**src/rtl/srl_route_pkg.sv**
```systemverilog
package srl_route_pkg;

    typedef enum logic [1:0] {
        RT_GRAY   = 2'b00,
        RT_BRIGHT = 2'b01,
        RT_DOTA   = 2'b10,
        RT_HOLD   = 2'b11
    } route_e;

    function automatic route_e route_of(input logic [1:0] code);
        route_e r;
        unique case (code)
            2'b00:   r = RT_GRAY;
            2'b01:   r = RT_BRIGHT;
            2'b10:   r = RT_DOTA;
            default: r = RT_HOLD;
        endcase
        return r;
    endfunction

endpackage

```
**src/rtl/srl_edge_detect.sv**
```systemverilog
module srl_edge_detect (
    input  logic clk,
    input  logic rst_n,
    input  logic pol,
    input  logic sig,
    output logic act_lvl,
    output logic act_edge
);
    logic prev_q;

    assign act_lvl = pol ? sig : ~sig;

    always_ff @(posedge clk or negedge rst_n) begin
        if (!rst_n) begin
            prev_q <= 1'b0;
        end else begin
            prev_q <= act_lvl;
        end
    end

    assign act_edge = act_lvl & ~prev_q;
endmodule

```
**src/rtl/srl_route_fsm.sv**
```systemverilog
module srl_route_fsm
    import srl_route_pkg::*;
(
    input  logic       clk,
    input  logic       rst_n,
    input  logic [1:0] sel,
    input  logic       a_act_lvl,
    output route_e     route,
    output logic       a_to_gray,
    output logic       a_to_bright,
    output logic       a_to_dot,
    output logic       b_to_dot
);
    route_e state_q, state_d;

    // T_RESET forces RT_GRAY.
    always_ff @(posedge clk or negedge rst_n) begin
        if (!rst_n) begin
            state_q <= RT_GRAY;
        end else begin
            state_q <= state_d;
        end
    end

    // T_FREEZE while A clock is active, T_FOLLOW otherwise.
    always_comb begin
        if (a_act_lvl) begin
            state_d = state_q;
        end else begin
            state_d = route_of(sel);
        end
    end

    always_comb begin
        a_to_gray   = 1'b0;
        a_to_bright = 1'b0;
        a_to_dot    = 1'b0;
        b_to_dot    = 1'b0;
        unique case (state_q)
            RT_GRAY: begin
                a_to_gray = 1'b1;
                b_to_dot  = 1'b1;
            end
            RT_BRIGHT: begin
                a_to_bright = 1'b1;
                b_to_dot    = 1'b1;
            end
            RT_DOTA: begin
                a_to_dot = 1'b1;
            end
            RT_HOLD: begin
            end
        endcase
    end

    assign route = state_q;
endmodule

```
**src/rtl/srl_chain.sv**
```systemverilog
module srl_chain #(
    parameter int W     = 10,
    parameter int DEPTH = 16,
    localparam int FLAT = W * DEPTH
) (
    input  logic            clk,
    input  logic            rst_n,
    input  logic            shift,
    input  logic [W-1:0]    din,
    input  logic            grab,
    output logic [W-1:0]    tail,
    output logic [FLAT-1:0] latched
);
    logic [W-1:0]    stage_q [DEPTH];
    logic [FLAT-1:0] chain_flat;

    for (genvar i = 0; i < DEPTH; i++) begin : g_stage
        if (i == 0) begin : g_head
            always_ff @(posedge clk or negedge rst_n) begin
                if (!rst_n) begin
                    stage_q[i] <= '0;
                end else if (shift) begin
                    stage_q[i] <= din;
                end
            end
        end else begin : g_body
            always_ff @(posedge clk or negedge rst_n) begin
                if (!rst_n) begin
                    stage_q[i] <= '0;
                end else if (shift) begin
                    stage_q[i] <= stage_q[i-1];
                end
            end
        end
        assign chain_flat[i*W +: W] = stage_q[i];
    end

    always_ff @(posedge clk or negedge rst_n) begin
        if (!rst_n) begin
            latched <= '0;
        end else if (grab) begin
            latched <= chain_flat;
        end
    end

    assign tail = stage_q[DEPTH-1];
endmodule

```
**src/rtl/srl_route_top.sv**
```systemverilog
module srl_route_top
    import srl_route_pkg::*;
#(
    parameter int A_W   = 10,
    parameter int B_W   = 6,
    parameter int DEPTH = 16,
    localparam int A_FLAT = A_W * DEPTH,
    localparam int B_FLAT = B_W * DEPTH
) (
    input  logic              clk,
    input  logic              rst_n,
    input  logic              pol,
    input  logic [1:0]        sel,
    input  logic [A_W-1:0]    a_data,
    input  logic              a_sclk,
    input  logic              a_strobe,
    output logic [A_W-1:0]    a_dout,
    input  logic [B_W-1:0]    b_data,
    input  logic              b_sclk,
    input  logic              b_strobe,
    output logic [B_W-1:0]    b_dout,
    output logic [A_FLAT-1:0] gray_q,
    output logic [A_FLAT-1:0] bright_q,
    output logic [B_FLAT-1:0] dot_q
);
    logic   a_act, a_edge, b_act, b_edge;
    logic   a_lat_lvl, a_lat_edge, b_lat_lvl, b_lat_edge;
    route_e route;
    logic   a_to_gray, a_to_bright, a_to_dot, b_to_dot;
    logic [A_W-1:0] gray_tail, bright_tail;
    logic [B_W-1:0] dot_tail, dot_din;
    logic dot_shift, dot_grab;

    srl_edge_detect u_a_clk (.clk(clk), .rst_n(rst_n), .pol(pol),  .sig(a_sclk),
                             .act_lvl(a_act), .act_edge(a_edge));
    srl_edge_detect u_b_clk (.clk(clk), .rst_n(rst_n), .pol(pol),  .sig(b_sclk),
                             .act_lvl(b_act), .act_edge(b_edge));
    srl_edge_detect u_a_lat (.clk(clk), .rst_n(rst_n), .pol(1'b1), .sig(a_strobe),
                             .act_lvl(a_lat_lvl), .act_edge(a_lat_edge));
    srl_edge_detect u_b_lat (.clk(clk), .rst_n(rst_n), .pol(1'b1), .sig(b_strobe),
                             .act_lvl(b_lat_lvl), .act_edge(b_lat_edge));

    srl_route_fsm u_fsm (
        .clk(clk), .rst_n(rst_n), .sel(sel), .a_act_lvl(a_act), .route(route),
        .a_to_gray(a_to_gray), .a_to_bright(a_to_bright),
        .a_to_dot(a_to_dot), .b_to_dot(b_to_dot)
    );

    srl_chain #(.W(A_W), .DEPTH(DEPTH)) u_gray (
        .clk(clk), .rst_n(rst_n), .shift(a_to_gray & a_edge), .din(a_data),
        .grab(a_to_gray & a_lat_edge), .tail(gray_tail), .latched(gray_q)
    );

    srl_chain #(.W(A_W), .DEPTH(DEPTH)) u_bright (
        .clk(clk), .rst_n(rst_n), .shift(a_to_bright & a_edge), .din(a_data),
        .grab(a_to_bright & a_lat_edge), .tail(bright_tail), .latched(bright_q)
    );

    assign dot_din   = a_to_dot ? a_data[B_W-1:0] : b_data;
    assign dot_shift = (a_to_dot & a_edge) | (b_to_dot & b_edge);
    assign dot_grab  = (a_to_dot & a_lat_edge) | (b_to_dot & b_lat_edge);

    srl_chain #(.W(B_W), .DEPTH(DEPTH)) u_dot (
        .clk(clk), .rst_n(rst_n), .shift(dot_shift), .din(dot_din),
        .grab(dot_grab), .tail(dot_tail), .latched(dot_q)
    );

    always_comb begin
        a_dout = '0;
        unique case (route)
            RT_GRAY:   a_dout = gray_tail;
            RT_BRIGHT: a_dout = bright_tail;
            RT_DOTA:   a_dout = {{(A_W-B_W){1'b0}}, dot_tail};
            RT_HOLD:   a_dout = '0;
        endcase
    end

    assign b_dout = (route == RT_HOLD) ? '0 : dot_tail;
endmodule

```
**config.mk**
```make
export PLATFORM = sky130hd
export DESIGN_NAME = srl_route_top
export DESIGN_NICKNAME = d
export VERILOG_FILES = /design/src/rtl/srl_route_pkg.sv /design/src/rtl/srl_edge_detect.sv /design/src/rtl/srl_route_fsm.sv /design/src/rtl/srl_chain.sv /design/src/rtl/srl_route_top.sv
export SDC_FILE = /design/constraint.sdc
export NUM_CORES = 1
export LEC_CHECK = 0
export BUFFER_PORTS_ARGS = -buffer_cell sky130_fd_sc_hd__buf_4
export CAP_MARGIN = 20
export CORE_MARGIN = 10
export CORE_UTILIZATION = 45
export DETAILED_ROUTE_END_ITERATION = 6
export PLACE_DENSITY = 0.64
export RECOVER_POWER = 50
export SYNTH_ARGS = -nofsm -noshare
export SYNTH_HDL_FRONTEND = slang
export SYNTH_SLANG_ARGS = --single-unit
```
**constraint.sdc**
```tcl
create_clock -name clk -period 3.43 [get_ports clk]
set_input_delay 0.686 -clock clk [delete_from_list [all_inputs] [get_ports clk]]
set_output_delay 0.686 -clock clk [all_outputs]
set_load 0.05 [all_outputs]
```
### Word level (Yosys, flattened, before mapping)

Cells that the tools add are included.

| word-level totals | value |
|---|---|
| logic and storage cells | 94 |
| bits in registers | 838 |
| bits of input ports | 25 |
| output and inout bits | 432 |

| cells by class | value |
|---|---|
| multiplexer cells | 10 |
| eq/ne operators | 5 |
| reduce and logical (&&, ||, !) cells | 3 |
| bitwise logic cells | 20 |

Operators with widths:

| operator | number |
|---|---|
| $pmux W10 S4 | 1 |
| $and A1 B1 Y1 | 12 |
| $mux W6 | 2 |
| $eq A2 B2 Y1 const B | 3 |
| $mux W1 | 6 |
| $not A1 Y1 | 6 |
| $pmux W2 S3 | 1 |
| $eq A2 B1 Y1 const B | 2 |
| $logic_not A2 Y1 | 2 |
| $or A1 B1 Y1 | 2 |
| $reduce_or A2 Y1 | 1 |

### Depth between registers and ports, before layout

| depth | value |
|---|---|
| word-level depth | 5 |
| gate-level depth with buffers | 8 |
| mapped depth without buffers | 4 |

### Hierarchy

A second synthesis with hierarchy kept.

| unflattened totals | value |
|---|---|
| cells, all modules | 1848 |
| area, all modules | 33728.6 µm² |

By module, submodules not included:

| module | area each (µm²) | cells an instance | times used | seq. area each (µm²) |
|---|---|---|---|---|
| srl_chain (u_bright ...) | 12767.2 | 686 | 2 | 8007.7 |
| srl_chain (u_dot) | 7574.8 | 412 | 1 | 4804.6 |
| srl_route_top | 356.6 | 44 | 1 | 0.0 |
| srl_edge_detect | 42.5 | 3 | 4 | 25.0 |
| srl_route_fsm | 92.6 | 8 | 1 | 50.0 |

### Worst setup path after synthesis

OpenSTA, ideal clock, no wires.

| timing path | value |
|---|---|
| path kind | register to output |
| from | reg u_fsm.state_q[1], in the netlist u_fsm.route[1] |
| to | out a_dout[0] |
| cell stages (with the launch flop) | 5 |
| buffers on the path | 2 |
| arrival time | 2057 ps |
| required time | 2744 ps |
| setup slack | 687 ps |
| cells stage by stage | dfrtp_1 buf_2 buf_1 mux2i_1 o21ai_0 |

| between the ends | value |
|---|---|
| longest elaborated chain between the ends | 2 |
| elaborated cells on any way between the ends | 5 |
| those cells by class | eq/ne: 3; mux: 1; reduce/logical: 1 |

RTL lines:

| what | line | source |
|---|---|---|
| start: declaration | srl_route_fsm.sv:14 | `route_e state_q, state_d;` |
| start signal: assignment | srl_route_fsm.sv:21 | `state_q <= state_d;` |
| $eq A2 B2 Y1 (tied with other cells) | srl_route_top.sv:70 | `unique case (route)` |
| $pmux W10 S4 (*) | srl_route_top.sv:70 |  |
| end: declaration | srl_route_top.sv:17 | `output logic [A_W-1:0] a_dout,` |

Every way passes the cells marked *; elsewhere a longest branch is shown, timed or not.

### Worst setup path in the final report

| timing path | value |
|---|---|
| from | reg u_fsm.state_q[1], in the netlist u_fsm.route[1] |
| to | out a_dout[3] |

Same word-level chain as after synthesis.

==> flow_summary.toml <==
[synth]
yosysTopAreaCell = "dfrtp_1"
synth_nets = 1852
synthTopCellsByArea = "dfrtp_1 (67%), mux2_2 (29%), mux2_4 (1.2%)"
synth_commonest_cells = "dfrtp_1 (838), mux2_2 (805), buf_2 (61)"
syn_area_um2 = 31400
synth_most_common_cell = "dfrtp_1"
synth_top_area_frac = 0.667
synth_edf_count = 0
synth_cells = 1827
synthAdderAreaFrac = 0
synth_ff_type = "dfrtp_1"
synth_xor_area_frac = 0.000796
synth_seq_cells = 838
yosys-mux-area-fraction = 0.306
ys_seq_area_frac = 0.667
synth_top_family_by_area = "multiplexers"
synth_warnings = 0
synthArstFlopShare = 1.00
synth_compound_area_frac = 0.00179
synthSimpleGateAreaFrac = 0.00513
ys_types = 24
avgSynthCellArea_um2 = 17.2

[power_and_ir_drop]
netSwitchingPower_mw = 11.8
clockPowerShare = 0.290
seqPwrFrac = 0.432
p_per_area_nw_per_um2 = 863
p_leak_nw = 18.8
pwr-share-comb = 0.278
p_sw_frac = 0.357
power.internal_mw = 21.2
ir_drop_mv = 0.718

[global_route]
grt_pass1_wl_um = 118000
grt-ovfl-total = 0
gr-usage-all-layers = 0.186
first_global_vias = 18500
grt_max_degree = 80
antenna_found_initial = 9

[sta]
relSlewSlack = -0.664
rsz0062_at_grt = "false"
tightestPinTransition_ps = 2500
clock.fmax_ghz = 0.331
whs_ps = 244
finalHoldViolCount = 0
finalMaxSlewViolations = 73
finalCritPeriodShare = 0.882
fin_skew_ps = 17.5
setup_viol = 0
tns_ps = 0
min_period_ps = 3020

[routing]
via_per_inst = 5.07
vias = 16900
dr.pass1.iters = 4
wl_per_cell_um = 22.8
ant_nets = 0
drt_iter0_markers = 721
remaining_drc_errors = 0
totalWireLength_um = 75900

[outcome]
outcome = "finished with violations"
violations = "max-capacitance violations, max-slew violations"

[clock_network]
clock_latency_ps = 620
cts_buffer_depth = 3
numClockSinks = 838
cts_setup_buffers = 0
path_clk_slew_ps = 60
postCtsHoldBufs = 0
cts.repair.resized = 0
h-tree-depth = 3
cts_tree = "yes"
cts_root_buffer = "clkbuf_16"
cts_buffers = 85

[hold_path]
hold_class = "in2reg"

[floorplanning]
coreArea_um2 = 68900
io_pins = 457
die_x_um = 284
initial_core_util = 0.456
die_area_um2 = 80800
die_h_um = 284
std_cell_rows = 96

[placement]
portBuffers = 456
place_congestion = 0.796
hpwl_um = 54900

[critical_path]
critPathKind = "reg2out"
crit_arrival_ps = 2340
cp_max_fo = 12
required_ps = 2740
cp-start-kind = "flip-flop"
crit_path_end_kind = "primary output"

[finish]
fill_cells = 5675
syn2layout_area_growth_pct = 21.7
drive_gt1_frac = 0.528
finish.net_count = 2352

[run]
maxCapViolCount = 1
## cells by family after synthesis
| family | Yosys count |
|---|---|
| mux | 848 |
| flops | 838 |
| buf+inv | 100 |
| simple gates | 31 |
| compound gates | 8 |
| xor+xnor | 2 |
## registers in the layout, summed over array words and instances, names as in the netlist
register	cells
u_dot.tail	6
u_bright.tail	10
u_a_clk.prev_q	1
u_gray.tail	10
u_b_clk.prev_q	1
u_gray.latched	160
u_bright.latched	160
u_dot.latched	96
u_gray.chain_flat	150
u_bright.chain_flat	150
u_b_lat.prev_q	1
u_dot.chain_flat	90
u_fsm.route	2
u_a_lat.prev_q	1
## power by group through the flow
stage          Combinational, mW  Sequential, mW  Clock (mW)
2_1_floorplan               2.95            17.6           0
3_3_place_gp                9.77            14.4           0
3_5_place_dp                9.92            14.5           0
4_1_cts                     9.94            14.3        9.84
5_1_grt                     9.66            14.6        10.2
6_report                    9.20            14.3        9.57
## worst paths after layout
path	start	to	slack [ps]	depth (start not counted)
worst min-delay path	b_strobe	u_b_lat.prev_q	240	1
worst max-delay path	u_fsm.route[1]	a_dout[3]	410	4
min in group asynchronous	rst_n	u_bright.chain_flat[44]	780	1
worst min register to register	u_bright.latched[98]	u_bright.latched[98]	500	1
max in group asynchronous	rst_n	u_dot.latched[31]	610	2
worst max register to register	u_fsm.route[1]	u_bright.latched[104]	770	4
## critical path, stage by stage (launching register included)
cell and delay (ps):
dfrtp_1 570, nor2b_1 560, nand2_1 100, o21ai_0 200
buf_4 290
## per-layer routing
layer | GRT usage | up-vias | routed length, µm
li1 | - | 7485 | -
met1 | 0.241 | 8883 | 32600
met2 | 0.301 | 412 | 36500
met3 | 0.0516 | 113 | 4890
met4 | 0.0597 | 4 | 1880
met5 | 0 | - | 27
## cell type report
type                    instances  area (µm²)  area share
flip-flops and latches        838       21000       0.548
multi-input cells             889        9920       0.259
repair buffers                510        3230      0.0845
clock buffers                 125        2570      0.0672
well taps                     931        1160      0.0304
clock inverters                30         384      0.0100
inverters                       3        11.3    0.000294
diodes                          4        10.0    0.000262
## layout by cell type (no fill, tap or decap), types with 4 or more instances in the layout
master,Yosys,layout
dfrtp_1,838,838
mux2_2,805,805
buf_4,26,257
clkbuf_1,3,237
clkbuf_16,0,87
mux2_4,26,26
clkbuf_8,0,25
buf_12,0,21
nand2_1,13,13
clkinv_2,0,13
mux2i_1,10,10
mux2_1,7,7
bufinv_16,0,7
clkbuf_2,0,7
o21ai_0,6,6
nor2_1,6,6
and2_1,6,6
diode_2,0,4
clkinvlp_4,0,4
## metrics by stage
stage	utilization	instances	power [mW]	instance area [µm²]	worst slack, ps
finish	0.555	3330	33.0	38300	406
global placement	0.525	3171	24.1	36200	749
detailed placement	0.525	3171	24.4	36200	705
CTS	0.568	3326	34.1	39100	329
floorplan	-	1827	20.6	31400	687
global route	0.555	3328	34.5	38300	187
Power figures use the tool's default switching activity.
